===== config.mk =====
export PLATFORM = sky130hd
export DESIGN_NAME = refresh_scheduler
export DESIGN_NICKNAME = d
export VERILOG_FILES = /design/src/rtl/rs_pkg.sv /design/src/rtl/rs_interval_timer.sv /design/src/rtl/rs_wait_timer.sv /design/src/rtl/rs_debt_counter.sv /design/src/rtl/refresh_scheduler.sv
export SDC_FILE = /design/constraint.sdc
export NUM_CORES = 1
export LEC_CHECK = 0
export BUFFER_PORTS_ARGS = -buffer_cell sky130_fd_sc_hd__buf_2
export CAP_MARGIN = 40
export CORE_ASPECT_RATIO = 1.2
export CORE_UTILIZATION = 63
export CTS_CLUSTER_DIAMETER = 30
export DETAILED_ROUTE_END_ITERATION = 10
export GPL_TIMING_DRIVEN = 0
export PLACE_DENSITY = 0.83
export SLEW_MARGIN = 20
export SYNTH_ARGS = -nofsm -noshare
export SYNTH_HDL_FRONTEND = slang
export SYNTH_HIERARCHICAL = 1
export SYNTH_SLANG_ARGS = --single-unit

===== constraint.sdc =====
create_clock -name clk -period 8.9 [get_ports clk]
set_input_delay 1.78 -clock clk [delete_from_list [all_inputs] [get_ports clk]]
set_output_delay 1.78 -clock clk [all_outputs]
set_load 0.1 [all_outputs]

===== src/rtl/rs_pkg.sv =====
`timescale 1ns/1ps
package rs_pkg;

    typedef enum logic {
        MODE_RUN   = 1'b0,
        MODE_SLEEP = 1'b1
    } rs_mode_e;

    typedef struct packed {
        rs_mode_e mode;
    } rs_ctl_t;

    function automatic int unsigned ceil_cycles(input int unsigned span_ps,
                                                input int unsigned clk_ps);
        return (span_ps + clk_ps - 1) / clk_ps;
    endfunction

endpackage


===== src/rtl/rs_interval_timer.sv =====
`timescale 1ns/1ps
module rs_interval_timer #(
    parameter int unsigned PERIOD = 390
) (
    input  logic clk,
    input  logic rst_n,
    output logic tick
);
    localparam int unsigned W = (PERIOD > 1) ? $clog2(PERIOD) : 1;

    logic [W-1:0] cnt_d, cnt_q;

    always_comb begin
        tick  = (cnt_q == W'(PERIOD - 1));
        cnt_d = tick ? '0 : cnt_q + W'(1);
    end

    always_ff @(posedge clk or negedge rst_n) begin
        if (!rst_n) cnt_q <= '0;
        else        cnt_q <= cnt_d;
    end
endmodule


===== src/rtl/rs_wait_timer.sv =====
`timescale 1ns/1ps
module rs_wait_timer #(
    parameter int unsigned LOAD = 4
) (
    input  logic clk,
    input  logic rst_n,
    input  logic load,
    output logic busy
);
    localparam int unsigned W = $clog2(LOAD + 1);

    logic [W-1:0] cnt_d, cnt_q;

    always_comb begin
        busy = (cnt_q != '0);
        if (load)      cnt_d = W'(LOAD);
        else if (busy) cnt_d = cnt_q - W'(1);
        else           cnt_d = cnt_q;
    end

    always_ff @(posedge clk or negedge rst_n) begin
        if (!rst_n) cnt_q <= '0;
        else        cnt_q <= cnt_d;
    end
endmodule


===== src/rtl/rs_debt_counter.sv =====
`timescale 1ns/1ps
module rs_debt_counter #(
    parameter int unsigned MAX_DEBT = 8,
    localparam int unsigned W = $clog2(MAX_DEBT + 1)
) (
    input  logic         clk,
    input  logic         rst_n,
    input  logic         inc,
    input  logic         dec,
    input  logic         clr,
    output logic [W-1:0] debt,
    output logic         full,
    output logic         overflow
);
    logic [W-1:0] debt_d, debt_q;
    logic         ovf_d, ovf_q;

    always_comb begin
        full   = (debt_q == W'(MAX_DEBT));
        debt_d = debt_q;
        ovf_d  = ovf_q;
        if (clr) begin
            debt_d = '0;
        end else if (inc && !dec) begin
            if (full) ovf_d  = 1'b1;
            else      debt_d = debt_q + W'(1);
        end else if (!inc && dec && debt_q != '0) begin
            debt_d = debt_q - W'(1);
        end
        debt     = debt_q;
        overflow = ovf_q;
    end

    always_ff @(posedge clk or negedge rst_n) begin
        if (!rst_n) begin
            debt_q <= '0;
            ovf_q  <= 1'b0;
        end else begin
            debt_q <= debt_d;
            ovf_q  <= ovf_d;
        end
    end
endmodule


===== src/rtl/refresh_scheduler.sv =====
`timescale 1ns/1ps
module refresh_scheduler
    import rs_pkg::*;
#(
    parameter int unsigned CLK_PERIOD_PS = 20000,
    parameter int unsigned REFI_PS       = 7800000,
    parameter int unsigned RFC_PS        = 75000,
    parameter int unsigned XS_CMD_PS     = 75000,
    parameter int unsigned XS_RD_CYC     = 200,
    parameter int unsigned MAX_DEBT      = 8,
    localparam int unsigned DEBT_W       = $clog2(MAX_DEBT + 1)
) (
    input  logic              clk,
    input  logic              rst_n,
    input  logic              ref_gnt,
    input  logic              sr_req,
    output logic              ref_req,
    output logic              ref_urgent,
    output logic              sr_active,
    output logic              ready_cmd,
    output logic              ready_rd,
    output logic [DEBT_W-1:0] debt,
    output logic              overflow
);
    localparam int unsigned REFI_CYC   = REFI_PS / CLK_PERIOD_PS;
    localparam int unsigned RFC_CYC    = ceil_cycles(RFC_PS, CLK_PERIOD_PS);
    localparam int unsigned XS_CMD_CYC = ceil_cycles(XS_CMD_PS, CLK_PERIOD_PS);

    rs_ctl_t ctl_d, ctl_q;

    logic tick, full;
    logic rfc_busy, xcmd_busy, xrd_busy;
    logic grant_ok, sleep_exit, running;

    rs_interval_timer #(.PERIOD(REFI_CYC)) u_interval (
        .clk(clk), .rst_n(rst_n), .tick(tick)
    );

    rs_debt_counter #(.MAX_DEBT(MAX_DEBT)) u_debt (
        .clk(clk), .rst_n(rst_n),
        .inc(tick && running), .dec(grant_ok), .clr(sleep_exit),
        .debt(debt), .full(full), .overflow(overflow)
    );

    rs_wait_timer #(.LOAD(RFC_CYC)) u_rfc_wait (
        .clk(clk), .rst_n(rst_n), .load(grant_ok), .busy(rfc_busy)
    );

    rs_wait_timer #(.LOAD(XS_CMD_CYC)) u_xcmd_wait (
        .clk(clk), .rst_n(rst_n), .load(sleep_exit), .busy(xcmd_busy)
    );

    rs_wait_timer #(.LOAD(XS_RD_CYC)) u_xrd_wait (
        .clk(clk), .rst_n(rst_n), .load(sleep_exit), .busy(xrd_busy)
    );

    always_comb begin
        running    = (ctl_q.mode == MODE_RUN);
        ref_req    = running && (debt != '0) && !rfc_busy;
        grant_ok   = ref_req && ref_gnt;
        sleep_exit = !running && !sr_req;
        ref_urgent = running && full;
        sr_active  = !running;
        ready_cmd  = running && !rfc_busy && !xcmd_busy;
        ready_rd   = running && !rfc_busy && !xrd_busy;

        ctl_d = ctl_q;
        if (running) begin
            if (sr_req && !rfc_busy && !grant_ok) ctl_d.mode = MODE_SLEEP;
        end else if (sleep_exit) begin
            ctl_d.mode = MODE_RUN;
        end
    end

    always_ff @(posedge clk or negedge rst_n) begin
        if (!rst_n) ctl_q <= '{mode: MODE_RUN};
        else        ctl_q <= ctl_d;
    end
endmodule


Word level (Yosys, flattened, before mapping) --
Index checks and enable logic that the tools add are counted.
Operators by class: add/sub/neg operators 6, equality and inequality tests 3, mux-type cells 14, bitwise gates (word level) 2, reductions and logical operators 30
Operators by type and width (count):
- $mux W4 | 4
- $mux W8 | 2
- $logic_and A1 B1 Y1 | 14
- $mux W3 | 4
- $add A9 B1 Y9 const B | 1
- $eq A9 B9 Y1 const B | 1
- $mux W9 | 1
- $reduce_bool A3 Y1 | 3
- $reduce_bool A8 Y1 | 1
- $sub A8 B1 Y8 const B | 1
- $logic_not A1 Y1 | 6
- $reduce_bool A2 Y1 | 3
- $sub A3 B1 Y3 const B | 2
- $add A4 B1 Y4 const B | 1
- $eq A4 B4 Y1 const B | 1
- $reduce_bool A4 Y1 | 1
- $sub A4 B1 Y4 const B | 1
- $mux W1 | 3
- $ne A3 B3 Y1 const B | 1
- $reduce_and A3 Y1 | 1
- $not A1 Y1 | 2
- $reduce_and A2 Y1 | 1
Storage, ports and cells: bits in registers 29, bits of input ports 4, output and inout port bits 10, logic and storage cells 62

Depth between registers and ports, before layout --
depth in word-level cells 9, mapped depth 11

Cells and area by module --
The synthesis kept the hierarchy.
Modules (own cells, without submodules):
- rs_wait_timer at u_xrd_wait | times used 1, cells each 48, area an instance 473.0 um^2
- rs_interval_timer | times used 1, cells each 38, area an instance 427.9 um^2
- rs_debt_counter | times used 1, cells each 37, area an instance 364.1 um^2
- rs_wait_timer at u_rfc_wait ... | times used 2, cells each 16, area an instance 177.7 um^2
- refresh_scheduler | times used 1, cells each 13, area an instance 111.4 um^2

Least setup slack after synthesis --
No wires, ideal clock.
path type register to output, start register u_debt.debt_q[1] (netlist: u_debt/debt[1]), end output ref_req, arrival 3238 ps, required time 7120 ps, path slack 3882 ps, stages on the path, launching flop included 3, buffers on the path 0, path through dfrtp_1 nor4_4 nor3_1
Between the ends: cells in the longest elaborated chain, start to end 3
RTL lines:
- from (decl) | RTL line rs_debt_counter.sv:15 | logic [W-1:0] debt_d, debt_q;
- from (signal assigned) | RTL line rs_debt_counter.sv:39 | debt_q <= debt_d;
- $reduce_bool A4 Y1 | RTL line refresh_scheduler.sv:59 | ref_req = running && (debt != '0) && !rfc_busy;
- $logic_and A1 B1 Y1 (2 in series) | RTL line refresh_scheduler.sv:59
- to (decl) | RTL line refresh_scheduler.sv:17 | output logic ref_req,
Every way passes these cells.

Worst setup path after layout --
start register u_xrd_wait.cnt_q[0], end output ready_rd
Between the ends: cells in the longest elaborated chain, start to end 3
RTL lines:
- from (decl) | RTL line rs_wait_timer.sv:12 | logic [W-1:0] cnt_d, cnt_q;
- from (signal assigned) | RTL line rs_wait_timer.sv:23 | else cnt_q <= cnt_d;
- $reduce_bool A8 Y1 | RTL line rs_wait_timer.sv:15 | busy = (cnt_q != '0);
- net xrd_busy | RTL line refresh_scheduler.sv:32 | logic rfc_busy, xcmd_busy, xrd_busy;
- $logic_not A1 Y1 | RTL line refresh_scheduler.sv:65 | ready_rd = running && !rfc_busy && !xrd_busy;
- $logic_and A1 B1 Y1 | RTL line refresh_scheduler.sv:65
- to (decl) | RTL line refresh_scheduler.sv:21 | output logic ready_rd,
The timed path passes the listed nets, and every way through them passes these cells.

==> metrics list <==
* Result of the run: finished clean
- The largest single stage delay on the critical path is 450 ps.
- Of all cell types, the one taking the most synthesized area is sky130_fd_sc_hd__dfrtp_1.
* Remaining routing DRC violations: 0
- Number of non-filler instances in the completed layout: 223
* Initial standard-cell utilization of the core: 67.2%
- Row Count: 20
* Mean instance size in the synthesized netlist: 10.3 sq um
- Max-cap violations in this run came to 0.
- From synthesis to final layout, the design area changed by 9.25%.
- In this run the number of H-tree levels came out at 2.
- Entering global routing, the biggest net connects 30 pins.
- For this design, the sink count on the clock tree is 29.
* Clk_skew: 2.02 ps
- Sequential Power Share: 43.0%
- The region available for standard cell placement spans 2580 sq um.
- Maximum net fanout on the critical path: 4
- Share of layout cells above drive strength 1: 18.9%
- For this design the static power due to leakage is 0.000845 uW.
- Number of I/O pins: 14
- Setup repair after global routing missed its margin: no
* Worst Path Required: 7120 ps
- After detailed placement, the design holds a cell count of 215.
- Clock tree from TritonCTS: yes
* Series of cell instances along the critical path: inv_1 -> ha_1 -> or3b_1 -> nor2_2 -> inv_2 -> nor3_1 -> buf_2
* Initial antenna violation count: 0
* Async set-or-reset flop fraction in the synthesized netlist: 100%
* Critical path capture point type: output pin
- Pin slew with the least headroom to its limit: 709 ps
* Time the final worst path needs with I/O delays and setup: 4020 ps
* DR pass1 iterations: 4
- Clock share of power: 16.2%
- Count of antenna-violating nets left after detailed routing: 0
* Global-route congestion overflow total: 0
* Count of different cell masters after synthesis: 49
- Input and output buffers added on the ports amount to 13.
- The worst-case IR drop observed on VDD is 0.000155 V.
* Global-route wire length before repair: 5530 um
- By area the synthesized netlist is led by sky130_fd_sc_hd__dfrtp_1 42%, sky130_fd_sc_hd__ha_1 7.2%, sky130_fd_sc_hd__nor2_1 3.0%.
- NumNets Final: 204
- Vert. Die Dim: 59.4 um
- Starting DRC count in detailed routing: 47
* Antenna fix cells: 0
- Hold timing on the final database bottoms out at a slack of 468 ps.
- Cell internal power dissipation: 281 uW
- Headroom to the max-slew limit came out at 52.3%.
- At the worst endpoint, the arrival time is 2240 ps.
- Net switching is 38.1% of the power.
- Number of vias per cell after detailed routing: 5.94
* Cell area after placement: 1840 sq um
- TritonCTS buffer count: 5
- Master of the slowest instance on the critical path: sky130_fd_sc_hd__buf_2
* Final total negative setup slack: 0 ps
- Counting flops and latches in the post-synthesis netlist gives 29.
- Routability-driven placement finished with a final weighted congestion of 0.771.
- The via count of the first global-routing pass came to 1,276.
* Setup-failing EPs final: 0
- Dividing total power by cell area gives a power density of 240 nW/um^2.
* Count of synthesis-stage warnings from yosys: 6
- The root buffer cell chosen for the clock tree is sky130_fd_sc_hd__clkbuf_4.
- Power share of the combinational group: 40.8%
- Once detailed placement completed, the half-perimeter wirelength came to 2370 um.
* Clk_lat worst skew: 320 ps
- Summing the sequential cell areas from Yosys gives 41.9% of the chip area.
* Timing-limited maximum frequency: 249 MHz
- Summed instance area of the synthesized netlist: 1730 sq um
* CP startpoint kind: register
- Counting along the longest clock path gives a buffer depth of 2.
- Synthesis produced a netlist with a net count of 183.
- Part of the cycle the worst path needs: 45.2%
- Global routing consumed, over all layers together, 25.7% of the routing resources.
- DR WL/cell: 14.2 um
- Largest delay share family, worst path: simple AND/OR/NAND/NOR gates
- The path class of the tightest hold or removal check is reg2reg.
- Among all flip-flop cells after synthesis, the most frequent one is sky130_fd_sc_hd__dfrtp_1.
- Total setup buffers inserted after CTS: 0
- Critical path type: reg2out
- Hold Fails Final Rpt: 0
- Buffers and inverters on the worst path: 3
- Post-route cell area: 1890 sq um
* Die ar.: 2960 sq um
- Across all layers, the routed design uses 1,325 vias.
- Overall die width: 49.9 um
- Post-Route WL: 3160 um
- Number of buffers inserted by hold repair at cts: 0
* Clock input transition at the sequential cells of the worst setup and hold paths: 80 ps
- Gate count after technology mapping: 168
* Max-slew violation count: 0
* Post-synth EDFFs: 0
* Total of cells resized after clock tree synthesis: 0
- In this run the biggest area consumer among cell types represents 41.9% of the synthesized area.
* Switching component of the power: 173 uW
-- layer usage --
layer  up-vias  GRT usage (%)  part of all wire [%]
met3         6           7.95                   2.8
met1       662           28.9                    42
li1        643              -                     -
met4         0           13.1                   1.9
met2        14           44.2                    53
met5         -              0                     0
-- power by group through the flow --
stage	Combinational, uW	Clock, uW	Sequential (uW)
2_1_floorplan	141	0	202
3_3_place_gp	172	0	195
3_5_place_dp	186	0	197
4_1_cts	187	78.1	195
5_1_grt	206	83.0	200
6_report	185	73.3	195
-- Yosys cell counts, drive strengths merged (2+ instances only) --
master and n:
nor3 4, nor3b 3, mux2i 2, nor2 15, a21o 2, nand2 3, nand3 7, inv 14
or3 6, dfrtp 29, xor2 2, o21ai 7, nand2b 6, and2b 2, a21oi 9, a211oi 4
nand3b 2, xnor2 5, or4 3, ha 10, a211o 3, nor2b 7, mux2 2, nor4 4
-- sequential cells by signal, summed over array words and instances (netlist names) --
name and cells:
u_interval/cnt_q 9, u_debt/overflow 1, sr_active 1, u_xrd_wait/cnt_q 8, u_debt/debt 4, u_xcmd_wait/cnt_q 3, u_rfc_wait/cnt_q 3
-- cell type report --
| type | count | area, sq um |
|---|---|---|
| clock buffers | 8 | 48.8 |
| well taps | 33 | 41.3 |
| inverters | 14 | 52.6 |
| repair buffers | 14 | 70.1 |
| fillers | 186 | 686 |
| multi-input cells | 123 | 945 |
| plain buffers | 2 | 8.76 |
| flip-flops and latches | 29 | 726 |
-- cells by family (layout without fill, tap and decap cells) --
| logic type | count (synthesis) | count (layout) | share of synthesized area [%] |
|---|---|---|---|
| AO/OA/AOI/OAI | 32 | 32 | 13.2 |
| XOR/XNOR | 7 | 7 | 3.54 |
| flip-flops | 29 | 29 | 41.9 |
| AND/OR/NAND/NOR | 69 | 69 | 26.9 |
| adder cells (fa/ha/maj) | 11 | 11 | 8.38 |
| buffers and inverters | 16 | 38 | 3.54 |
| multiplexers | 4 | 4 | 2.46 |
-- path summary, 6_finish.rpt --
kind	from	endpoint	slack (ps)	depth (start not counted)
max reg2reg	u_rfc_wait/cnt_q[0]	u_debt/debt[3]	5650	11
min	u_debt/overflow	u_debt/overflow	470	1
max	u_xrd_wait/cnt_q[0]	ready_rd	4880	7
min in group asynchronous	rst_n	u_xrd_wait/cnt_q[0]	1470	1
max in group asynchronous	rst_n	u_rfc_wait/cnt_q[0]	7000	1
min reg2reg	u_debt/overflow	u_debt/overflow	470	1
-- layout by cell type (no fill, tap or decap), drive strengths merged, types with 3 or more instances in the layout --
cell	instances
ha	10
clkbuf	9
nor2b	7
or4	3
nand2b	6
nor2	15
buf	15
nor3	4
or3	6
nor3b	3
xnor2	5
nor4	4
inv	14
a211oi	4
a211o	3
nand2	3
a21oi	9
dfrtp	29
o21ai	7
nand3	7
-- per-stage QoR --
step	worst slack, ps	power (uW)	util, %
global placement	4530	367	71.3
detailed placement	4660	384	71.5
global route	4690	490	73.4
CTS	4840	459	73.4
floorplan	3880	343	-
finish	4880	454	73.4
(Power assumes the default switching activity.)
